===== src/rtl/usage_victim_pkg.sv =====
package usage_victim_pkg;

  localparam int CNT_W = 2;

  typedef enum logic [1:0] {
    OP_NONE  = 2'b00,
    OP_HIT   = 2'b01,
    OP_MISS  = 2'b10,
    OP_INVAL = 2'b11
  } repl_op_e;

  typedef struct packed {
    logic hitUpd;
    logic missUpd;
    logic invalUpd;
  } upd_strobe_t;

endpackage


===== src/rtl/usage_victim_ctrl.sv =====
module usage_victim_ctrl
  import usage_victim_pkg::*;
(
  input  logic        clk,
  input  logic        rstN,
  input  logic        opValid,
  input  logic [1:0]  opCode,
  output upd_strobe_t strobes
);

  always_comb begin
    strobes = '0;
    if (opValid) begin
      case (repl_op_e'(opCode))
        OP_HIT:   strobes.hitUpd   = 1'b1;
        OP_MISS:  strobes.missUpd  = 1'b1;
        OP_INVAL: strobes.invalUpd = 1'b1;
        default:  strobes = '0;
      endcase
    end
  end

  // at most one kind of update per cycle
  p_one_strobe_r9: assert property (@(posedge clk) disable iff (!rstN)
    $onehot0(strobes));

endmodule


===== src/rtl/usage_victim_pick.sv =====
module usage_victim_pick
  import usage_victim_pkg::*;
#(
  parameter int NUM_WAYS = 4,
  parameter int USAGE_STATES = 4,
  localparam int WAY_W = $clog2(NUM_WAYS)
) (
  input  logic                            clk,
  input  logic                            rstN,
  input  logic [NUM_WAYS-1:0][CNT_W-1:0]  rowCnt,
  output logic [WAY_W-1:0]                victimWay
);

  localparam logic [CNT_W-1:0] RELOAD = CNT_W'(USAGE_STATES - 1);

  logic [CNT_W-1:0] bestCnt;

  // Scan upward; strict compare keeps the lowest way on ties
  always_comb begin
    victimWay = '0;
    bestCnt   = RELOAD;
    for (int w = 0; w < NUM_WAYS; w++) begin
      if (rowCnt[w] < bestCnt) begin
        victimWay = WAY_W'(w);
        bestCnt   = rowCnt[w];
      end
    end
  end

  // a nonzero choice must be a way below the reload value
  p_victim_free_r4: assert property (@(posedge clk) disable iff (!rstN)
    (victimWay != '0) |-> (rowCnt[victimWay] < RELOAD));

endmodule


===== src/rtl/usage_victim_dp.sv =====
module usage_victim_dp
  import usage_victim_pkg::*;
#(
  parameter int NUM_SETS = 16,
  parameter int NUM_WAYS = 4,
  parameter int USAGE_STATES = 4,
  localparam int SET_W = $clog2(NUM_SETS),
  localparam int WAY_W = $clog2(NUM_WAYS)
) (
  input  logic              clk,
  input  logic              rstN,
  input  upd_strobe_t       strobes,
  input  logic [SET_W-1:0]  setIdx,
  input  logic [WAY_W-1:0]  wayIdx,
  output logic [WAY_W-1:0]  victimWay
);

  localparam logic [CNT_W-1:0] RELOAD = CNT_W'(USAGE_STATES - 1);

  // static range check of the configuration
  if (USAGE_STATES < 2 || USAGE_STATES > 4) begin : g_bad_states
    $error("usage state count must be 2, 3 or 4");
  end
  if (NUM_SETS < 2 || NUM_SETS > 1024 || (NUM_SETS & (NUM_SETS - 1)) != 0) begin : g_bad_sets
    $error("set count must be a power of two from 2 to 1024");
  end
  if (NUM_WAYS < 2 || NUM_WAYS > 32 || (NUM_WAYS & (NUM_WAYS - 1)) != 0) begin : g_bad_ways
    $error("way count must be a power of two from 2 to 32");
  end

  logic [NUM_SETS-1:0][NUM_WAYS-1:0][CNT_W-1:0] cntQ;
  logic [NUM_WAYS-1:0][CNT_W-1:0]               rowCnt;
  logic [NUM_WAYS-1:0][CNT_W-1:0]               rowNext;
  logic [CNT_W-1:0]                             hitCnt;
  logic                                         rowWrite;

  assign rowCnt   = cntQ[setIdx];
  assign hitCnt   = rowCnt[wayIdx];
  assign rowWrite = strobes.hitUpd | strobes.missUpd | strobes.invalUpd;

  usage_victim_pick #(
    .NUM_WAYS     (NUM_WAYS),
    .USAGE_STATES (USAGE_STATES)
  ) u_pick (
    .clk       (clk),
    .rstN      (rstN),
    .rowCnt    (rowCnt),
    .victimWay (victimWay)
  );

  // Next value of each way of the addressed set
  for (genvar w = 0; w < NUM_WAYS; w++) begin : g_way
    logic isSel;
    logic isVictim;
    assign isSel    = (wayIdx == WAY_W'(w));
    assign isVictim = (victimWay == WAY_W'(w));

    always_comb begin
      rowNext[w] = rowCnt[w];
      if (strobes.hitUpd) begin
        if (isSel)                    rowNext[w] = RELOAD;
        else if (rowCnt[w] > hitCnt)  rowNext[w] = rowCnt[w] - 1'b1;
      end else if (strobes.missUpd) begin
        if (isVictim)                 rowNext[w] = RELOAD;
        else if (rowCnt[w] != '0)     rowNext[w] = rowCnt[w] - 1'b1;
      end else if (strobes.invalUpd) begin
        if (isSel)                    rowNext[w] = '0;
      end
    end

    // counters never exceed the reload value
    p_cnt_bound_r2: assert property (@(posedge clk) disable iff (!rstN)
      rowCnt[w] <= RELOAD);
  end

  // Counter storage, one enable per set
  for (genvar s = 0; s < NUM_SETS; s++) begin : g_set
    always_ff @(posedge clk or negedge rstN) begin
      if (!rstN)
        cntQ[s] <= '0;
      else if (rowWrite && (setIdx == SET_W'(s)))
        cntQ[s] <= rowNext;
    end
  end

  logic [NUM_WAYS-1:0] atReload;
  always_comb begin
    for (int w = 0; w < NUM_WAYS; w++) atReload[w] = (rowCnt[w] == RELOAD);
  end

  // state is clear on leaving reset
  p_reset_clear_r1: assert property (@(posedge clk) disable iff (!rstN)
    $rose(rstN) |-> (cntQ == '0));

  // only one way of a set may sit at the reload value
  p_single_reload_r5: assert property (@(posedge clk) disable iff (!rstN)
    $countones(atReload) <= 1);

  // hit way is loaded with the reload value
  p_hit_load_r3: assert property (@(posedge clk) disable iff (!rstN)
    strobes.hitUpd |=> (cntQ[$past(setIdx)][$past(wayIdx)] == RELOAD));

  // chosen victim is loaded with the reload value
  p_miss_load_r6: assert property (@(posedge clk) disable iff (!rstN)
    strobes.missUpd |=> (cntQ[$past(setIdx)][$past(victimWay)] == RELOAD));

  // invalidated way drops to zero
  p_inval_zero_r7: assert property (@(posedge clk) disable iff (!rstN)
    strobes.invalUpd |=> (cntQ[$past(setIdx)][$past(wayIdx)] == '0));

  // idle cycles freeze all counters
  p_idle_hold_r9: assert property (@(posedge clk) disable iff (!rstN)
    (strobes == '0) |=> $stable(cntQ));

endmodule


===== src/rtl/usage_victim_sel.sv =====
module usage_victim_sel
  import usage_victim_pkg::*;
#(
  parameter int NUM_SETS = 16,
  parameter int NUM_WAYS = 4,
  parameter int USAGE_STATES = 4,
  localparam int SET_W = $clog2(NUM_SETS),
  localparam int WAY_W = $clog2(NUM_WAYS)
) (
  input  logic              clk,
  input  logic              rstN,
  input  logic              opValid,
  input  logic [1:0]        opCode,
  input  logic [SET_W-1:0]  setIdx,
  input  logic [WAY_W-1:0]  wayIdx,
  output logic [WAY_W-1:0]  victimWay
);

  upd_strobe_t strobes;

  usage_victim_ctrl u_ctrl (
    .clk     (clk),
    .rstN    (rstN),
    .opValid (opValid),
    .opCode  (opCode),
    .strobes (strobes)
  );

  usage_victim_dp #(
    .NUM_SETS     (NUM_SETS),
    .NUM_WAYS     (NUM_WAYS),
    .USAGE_STATES (USAGE_STATES)
  ) u_dp (
    .clk       (clk),
    .rstN      (rstN),
    .strobes   (strobes),
    .setIdx    (setIdx),
    .wayIdx    (wayIdx),
    .victimWay (victimWay)
  );

endmodule


===== config.mk =====
export PLATFORM = sky130hd
export DESIGN_NAME = usage_victim_sel
export DESIGN_NICKNAME = d
export VERILOG_FILES = /design/src/rtl/usage_victim_pkg.sv /design/src/rtl/usage_victim_ctrl.sv /design/src/rtl/usage_victim_pick.sv /design/src/rtl/usage_victim_dp.sv /design/src/rtl/usage_victim_sel.sv
export SDC_FILE = /design/constraint.sdc
export NUM_CORES = 1
export LEC_CHECK = 0
export ABC_AREA = 1
export CAP_MARGIN = 20
export CELL_PAD_IN_SITES_DETAIL_PLACEMENT = 2
export CELL_PAD_IN_SITES_GLOBAL_PLACEMENT = 2
export CORE_MARGIN = 2
export CORE_UTILIZATION = 36
export CTS_CLUSTER_SIZE = 24
export DETAILED_ROUTE_END_ITERATION = 16
export PLACE_DENSITY = 0.85
export RECOVER_POWER = 25
export SETUP_SLACK_MARGIN = 0.1
export SYNTH_ARGS = -nofsm -noshare
export SYNTH_HDL_FRONTEND = slang
export SYNTH_HIERARCHICAL = 1
export SYNTH_SLANG_ARGS = --single-unit

===== constraint.sdc =====
create_clock -name clk -period 3.5 [get_ports clk]
set_input_delay 0.35 -clock clk [delete_from_list [all_inputs] [get_ports clk]]
set_output_delay 0.35 -clock clk [all_outputs]
set_load 0.01 [all_outputs]

==> metrics.md, run 1 <==
| Metric | Value |
|---|---|
| Row Count | `53` |
| Post-Synth Adder-Cell Area | `0.0342` |
| Final hold vios | `0` |
| #FFs+latches synth | `roughly 130` |
| Sequential cell area | `3200 µm²` |
| Core ar. | `between 20,000 and 25,000 µm²` |
| Post-route DRC | `0` |
| IO Count | `13` |
| H-tree Lvls | `4` |
| Combinational Power Share | `0.435` |
| Buf+Inv Stages, Crit Path | `3` |
| Dpl ws | `-0.552 ns` |
| F_max | `0.287 GHz` |
| Vias/cell | `6.07` |
| Largest family of logic cells by synthesized area | `simple AND/OR/NAND/NOR gates` |
| Share of cells above drive strength 1 | `0.228` |
| Drt wl/cell | `30.4 µm` |
| WP data required | `approximately 3.8 ns` |
| CTS Root Cell | `clkbuf_16` |
| GRT Overall Usage | `0.397` |
| Register area share after synthesis | `0.417` |
| Final setup vio count | `0` |
| Final TNS setup | `0 ns` |
| Hold Crit Class | `flip-flop to flip-flop` |
| Die height | `150 µm` |
| Synth cell types | `25` |
| Most common cell type on the critical path | `nand2_2` |
| Xor and xnor area share after synthesis | `0` |
| Synth Warn # | `6` |
| Fillers | `2,422` |
| CTS tree | `yes` |
| Die ar. | `22,500 µm²` |
| Worst vdd ir | `0.398 mV` |
| Syn avg cell area | `6.87 µm²` |
| Diodes inserted | `0` |
| DR pass1 iterations | `5` |
| Synth Cell Area | `roughly 7700 µm²` |
| Max FFs per register | `128` |
| Reg with most FFs | `u_dp/cntQ` |
| Area grow syn2layout | `28.9%` |
| Data arrival, critical path | `3.80 ns` |
| Syn_nets | `1,152` |
| Synth Instances | `1,120` |
| Top Registers | `u_dp/cntQ x128` |
| Switch share | `0.437` |
| Largest net degree at the start of global routing | `95` |
| CTS Buf Count | `17` |
| Clock Pin Slew Worst Setup and Hold Paths | `0.06 ns` |
| Final WS setup | `0.0217 ns` |
| Placed instance area | `8880 µm²` |
| Footprint of the multi-input gates | `between 4000 and 5000 µm²` |
| Via count | `9,194` |
| Crit path max-delay cell type | `dfrtp_1` |
| Final Max Tran Viols | `95` |
| Initial DRC Count | `697` |
| Fin area | `roughly 9900 µm²` |
| Initial antenna violation count | `0` |
| PortBufs | `12` |
| Failing checks | `max-capacitance violations, max-slew violations` |
| Kind of cell adding the most delay to the critical path | `simple AND/OR/NAND/NOR gates` |
| Internal power | `4.06 mW` |
| Max Cap Viol | `1` |
| First-pass GRT wire length | `64,700 µm` |
| NumNets Final | `1,259` |
| Sw power | `3.15 mW` |
| Post-synthesis compound-gate area fraction | `0.0189` |
| Hold slack | `approximately 0.48 ns` |
| Clk Latency, worst-skew pair | `0.44 ns` |
| Routed Antenna Nets | `0` |
| Slew Limit Headroom | `-0.668` |
| Worst Clk Skew | `0.0112 ns` |
| Static leakage | `about 5.5 nW` |
| Clock power share | `0.270` |
| Post-layout util | `0.471` |
| Outcome | `finished, violations left` |
| Vias in the first global route | `slightly above 10k` |
| Actual slew at the worst max-slew pin | `2.50 ns` |
| Sequential Power Share | `0.295` |
| Fin crit share | `0.994` |
| Post-Route WL | `46,000 µm` |
| Clock Path Buffers | `2` |
| RSZ-0062 raised after global routing | `yes` |
| Hold bufs inserted after CTS | `0` |
| Post-synthesis mux area share | `0` |
| CTS sink cnt | `between 100 and 150` |
| RePlAce Congestion | `0.894` |
| Total gr overflow | `0` |
| CP Max Fanout | `8` |
| Initial Util | `0.366` |
| Power per Cell Area | `between 700 and 800 nW/µm²` |
| Worst setup EP type | `flip-flop` |
| CP startpoint kind | `flip-flop` |
| Fin crit period | `between 3 and 4 ns` |
| Commonest non-fill, non-tap cell in the layout | `nand2_1` |
| WS Path Type | `flip-flop to flip-flop` |
| Synth Area in Simple Gates | `0.459` |
| Post-DP HPWL | `between 20,000 and 30,000 µm` |
| Most frequent cells in the layout | `580 x nand2_1, 131 x nand3_1, 128 x dfrtp_1` |
| Die width | `150 µm` |
| Crit-path max cell delay | `0.41 ns` |
==> area by class of cell <==
| type | instances | area share |
|---|---|---|
| Sequential cell | 128 | 0.323 |
| Clock inverter | 10 | 0.0128 |
| Timing Repair Buffer | 126 | 0.125 |
| Inverter | 69 | 0.0283 |
| Tap cell | 275 | 0.0347 |
| Multi-Input combinational cell | 885 | 0.426 |
| Clock buffer | 22 | 0.0499 |
==> path summary, 6_finish.rpt <==
| path | startpoint | end | slack (ns) | cells past startpoint |
|---|---|---|---|---|
| setup / recovery | u_dp/cntQ[99] | u_dp/cntQ[80] | 0.02 | 27 |
| max in group asynchronous | rstN | u_dp/cntQ[112] | 1.35 | 1 |
| setup reg to reg | u_dp/cntQ[99] | u_dp/cntQ[80] | 0.02 | 27 |
| hold / removal | u_dp/cntQ[2] | u_dp/cntQ[2] | 0.48 | 2 |
| min in group asynchronous | rstN | u_dp/cntQ[69] | 0.64 | 1 |
| hold reg to reg | u_dp/cntQ[2] | u_dp/cntQ[2] | 0.48 | 2 |
==> cell usage after synthesis (all sizes together) <==
cell type / n / area share
clkinv: 1 / 0.00049
nand3: 147 / 0.099
nand4: 8 / 0.012
clkinvlp: 1 / 0.00098
buf: 35 / 0.034
o21ai: 8 / 0.0052
ha: 21 / 0.034
a22oi: 2 / 0.0020
nand2: 649 / 0.32
clkbuf: 3 / 0.0015
a21boi: 4 / 0.0039
inv: 67 / 0.035
dfrtp: 128 / 0.42
a21oi: 12 / 0.0078
nor2: 34 / 0.023
==> what timing repair did <==
item | CTS | global route
pin swaps | 3 | 26
gates cloned | 0 | 1
endpoints found under the setup margin | 130 | 130
setup buffers | 2 | 9
resized for setup | 32 | 73
==> cells by family (layout without fill, tap and decap cells) <==
kind of cell / Yosys count / after routing
AOI/OAI and AO/OA: 26 / 26
adders and majority gates: 21 / 21
buffers and inverters: 107 / 227
DFF: 128 / 128
and+or+nand+nor: 838 / 838
==> power groups by stage <==
stage,clock network (mW),registers [mW],logic (mW)
2_1_floorplan,0,1.99,1.33
3_3_place_gp,0,2.03,2.27
3_5_place_dp,0,2.07,2.48
4_1_cts,1.96,2.10,2.71
5_1_grt,2.02,2.14,3.29
6_report,1.95,2.12,3.13
==> routing by layer <==
layer	global-route usage	vias up	routed length (µm)
li1	-	3703	-
met1	0.443	4684	16800
met2	0.671	577	22200
met3	0.105	230	3610
met4	0.256	0	3420
met5	0	-	0
==> worst reg2reg max path, cell delays in order (launching register included) <==
cell     delay [ns]
dfrtp_1        0.41
nand2_1        0.11
nand2_1        0.12
nand2_1        0.10
nand3_2        0.09
nand2_2        0.14
nand4_4        0.14
ha_4           0.30
inv_1          0.04
nand2_2        0.10
nand2_2        0.07
nand2_2        0.10
nand3_2        0.08
nand2_2        0.11
nand2_2        0.09
nand2_1        0.07
nand3_1        0.06
nand2_1        0.08
nand2_2        0.10
nand2_4        0.11
inv_2          0.06
nand2_2        0.11
nand2_1        0.10
a21oi_2        0.20
nand2_2        0.11
buf_6          0.17
nand3_1        0.11
nand2_1        0.08
==> through the flow <==
stage          total power, mW  instances
2_1_floorplan             3.31       1120
3_3_place_gp              4.30       1471
3_5_place_dp              4.55       1471
4_1_cts                   6.77       1505
5_1_grt                   7.45       1515
6_report                  7.20       1515
Power figures use the tool's default switching activity.
==> run 2, diff against run 1 <==
Settings changed: CELL_PAD_IN_SITES_DETAIL_PLACEMENT 2 to 0, CTS_BUF_LIST set to sky130_fd_sc_hd__clkbuf_8 sky130_fd_sc_hd__clkbuf_16.
==> metrics.md, run 2 (synthesis gave the netlist of run 1 again) <==
| Metric | Value |
|---|---|
| Placed instance area | `8880 µm² (unchanged)` |
| Sequential Power Share | `0.333 (was 0.295)` |
| Met1 wire length | `12,300 µm (was 16,800 µm)` |
| CTS Root Cell | `clkbuf_16 (unchanged)` |
| Most frequent cells in the layout | `625 x nand2_1, 142 x nand3_1, 128 x dfrtp_1 (was 580 x nand2_1, 131 x nand3_1, 128 x dfrtp_1)` |
| GRT Overall Usage | `0.250 (was 0.397)` |
| Drt wl/cell | `17.7 µm (was 30.4 µm)` |
| Max Cap Viol | `1 (unchanged)` |
| Fin crit period | `3.16 ns (was 3.48 ns)` |
| Diodes inserted | `0 (unchanged)` |
| Worst hold start | `u_dp/cntQ[61] (was u_dp/cntQ[2])` |
| Final hold vios | `0 (unchanged)` |
| Max FFs per register | `128 (unchanged)` |
| Wire length on met2 | `12,300 µm (was 22,200 µm)` |
| Post-layout util | `0.451 (was 0.471)` |
| Hold Crit Class | `flip-flop to flip-flop (unchanged)` |
| Switch share | `0.370 (was 0.437)` |
| Total gr overflow | `0 (unchanged)` |
| Commonest non-fill, non-tap cell in the layout | `nand2_1 (unchanged)` |
| Clk Latency, worst-skew pair | `0.42 ns (was 0.44 ns)` |
| Power per Cell Area | `638 nW/µm² (was 727 nW/µm²)` |
| Initial antenna violation count | `0 (unchanged)` |
| Final Max Tran Viols | `95 (unchanged)` |
| Die ar. | `22,500 µm² (unchanged)` |
| Clock Path Buffers | `2 (unchanged)` |
| Row Count | `53 (unchanged)` |
| Core ar. | `21,000 µm² (unchanged)` |
| DR pass1 iterations | `4 (was 5)` |
| Routed Antenna Nets | `0 (unchanged)` |
| Initial DRC Count | `648 (was 697)` |
| Share of cells above drive strength 1 | `0.160 (was 0.228)` |
| First-pass GRT wire length | `42,100 µm (was 64,700 µm)` |
| PortBufs | `12 (unchanged)` |
| Vias/cell | `4.99 (was 6.07)` |
| WP data required | `3.15 ns (was 3.82 ns)` |
| Die height | `150 µm (unchanged)` |
| Fin crit share | `0.903 (was 0.994)` |
| CTS sink cnt | `128 (unchanged)` |
| Clock Pin Slew Worst Setup and Hold Paths | `0.06 ns (about the same)` |
| Worst setup EP type | `output port (was flip-flop)` |
| Failing checks | `max-capacitance violations, max-slew violations (unchanged)` |
| CTS tree | `yes (unchanged)` |
| Worst Clk Skew | `0.00970 ns (was 0.0112 ns)` |
| Post-route DRC | `0 (unchanged)` |
| RSZ-0062 raised after global routing | `no (was yes)` |
| Largest net degree at the start of global routing | `95 (unchanged)` |
| CP startpoint kind | `flip-flop (unchanged)` |
| Post-DP HPWL | `18,500 µm (was 25,800 µm)` |
| Via count | `7,499 (was 9,194)` |
| Initial Util | `0.366 (unchanged)` |
| CTS Buf Count | `17 (unchanged)` |
| Outcome | `finished, violations left (unchanged)` |
| RR Startpoint | `u_dp/cntQ[75] (was u_dp/cntQ[99])` |
| Area grow syn2layout | `23.2% (was 28.9%)` |
| Final setup vio count | `0 (unchanged)` |
| Actual slew at the worst max-slew pin | `2.48 ns (was 2.50 ns)` |
| Clock power share | `0.289 (was 0.270)` |
| Sw power | `2.24 mW (was 3.15 mW)` |
| Data arrival, critical path | `2.81 ns (was 3.80 ns)` |
| Static leakage | `5.34 nW (was 5.49 nW)` |
| F_max | `0.316 GHz (was 0.287 GHz)` |
| Internal power | `3.81 mW (was 4.06 mW)` |
| Fin area | `9480 µm² (was 9910 µm²)` |
| IO Count | `13 (unchanged)` |
| Top Metal Used | `met4 (unchanged)` |
| H-tree Lvls | `4 (unchanged)` |
| Reg with most FFs | `u_dp/cntQ (unchanged)` |
| Slew Limit Headroom | `-0.654 (was -0.668)` |
| Worst setup path startpoint | `u_dp/cntQ[75] (was u_dp/cntQ[99])` |
| Worst vdd ir | `0.292 mV (was 0.398 mV)` |
| Fillers | `2,148 (was 2,422)` |
| Metal3 WL | `1330 µm (was 3610 µm)` |
| Combinational Power Share | `0.378 (was 0.435)` |
| Post-Route WL | `26,500 µm (was 46,000 µm)` |
| Vias in the first global route | `7,329 (was 10.2k)` |
| RePlAce Congestion | `0.894 (unchanged)` |
| Top Registers | `u_dp/cntQ x128 (unchanged)` |
| Post-CTS Repair Setup Buffers | `0 (was 2)` |
| Die width | `150 µm (unchanged)` |
| CP Max Fanout | `6 (was 8)` |
| WS Path Type | `flip-flop to output port (was flip-flop to flip-flop)` |
| NumNets Final | `1,247 (was 1,259)` |
run 2: what timing repair did:
item | CTS | global route
hold buffers | 0 | 0
gates cloned | 0 | 0
hold endpoints to repair | 0 | 0
endpoints found under the setup margin | 2 | 6
resized for setup | 9 | 3
pin swaps | 0 | 0
run 2: path summary, 6_finish.rpt:
| check | end | slack (ns) | cells after the start |
|---|---|---|---|
| max | victimWay[0] | 0.34 | 19 |
| min | u_dp/cntQ[61] | 0.48 | 2 |
| max reg2reg | u_dp/cntQ[1] | 0.43 | 27 |
| min reg2reg | u_dp/cntQ[61] | 0.48 | 2 |
| max in group asynchronous | u_dp/cntQ[112] | 1.37 | 1 |
| min in group asynchronous | u_dp/cntQ[74] | 0.67 | 1 |
run 2: power groups by stage:
stage / clock network [mW] / registers [mW] / logic, mW
3_3_place_gp: 0 / 2.03 / 2.27
3_5_place_dp: 0 / 2.03 / 2.29
2_1_floorplan: 0 / 1.99 / 1.33
4_1_cts: 1.79 / 2.01 / 2.27
5_1_grt: 1.85 / 2.06 / 2.55
6_report: 1.75 / 2.02 / 2.29
run 2: metrics by stage:
stage / hold WS (ns) / TNS, ns / cells / setup slack, ns / power [mW]
after floorplan: 0.0544 / 0 / 1120 / 0.184 / 3.31
after global placement: 0.462 / -16.75 / 1471 / -0.231 / 4.30
after detailed placement: 0.465 / -18.31 / 1471 / -0.227 / 4.32
after CTS: 0.0672 / 0 / 1502 / 0.313 / 6.07
after global routing: 0.493 / 0 / 1502 / 0.115 / 6.45
final: 0.477 / 0 / 1502 / 0.339 / 6.05
run 2: worst max-delay path: stages, from the launching register on:
cell           delay (ns)
dfrtp_1              0.38
nand2_1              0.07
nand2_1              0.12
nand2_1              0.09
nand2_1              0.05
nand2_1              0.10
nand4_2              0.16
buf_4                0.21
ha_1                 0.21
inv_2                0.06
nand3_1              0.11
nand3_2              0.10
nand2_2              0.06
nand2_2              0.06
nand2_1              0.05
nand3_1              0.06
nand2_1              0.05
nand2_1              0.07
nand2_1              0.10
dlygate4sd2_1        0.30
run 2: layout make-up:
cell class	instances	area, µm²	area share
clock buffer	19	453	0.0478
multi-input combinational	885	3960	0.418
timing repair buffer	114	1110	0.117
sequential	128	3200	0.338
tap	275	344	0.0363
clock inverter	12	121	0.0128
inverter	69	280	0.0296
run 2: per-layer routing:
layer  vias up  GRT usage
met5         -          0
met4         0     0.0788
met3        39     0.0482
met2       211      0.400
met1      3574      0.343
li1       3675          -
==> run 3, diff against run 2 <==
Settings changed: SLEW_MARGIN set to 20.
==> results of run 3 <==
Final layout, timing and power as in run 2 (identical DEF).
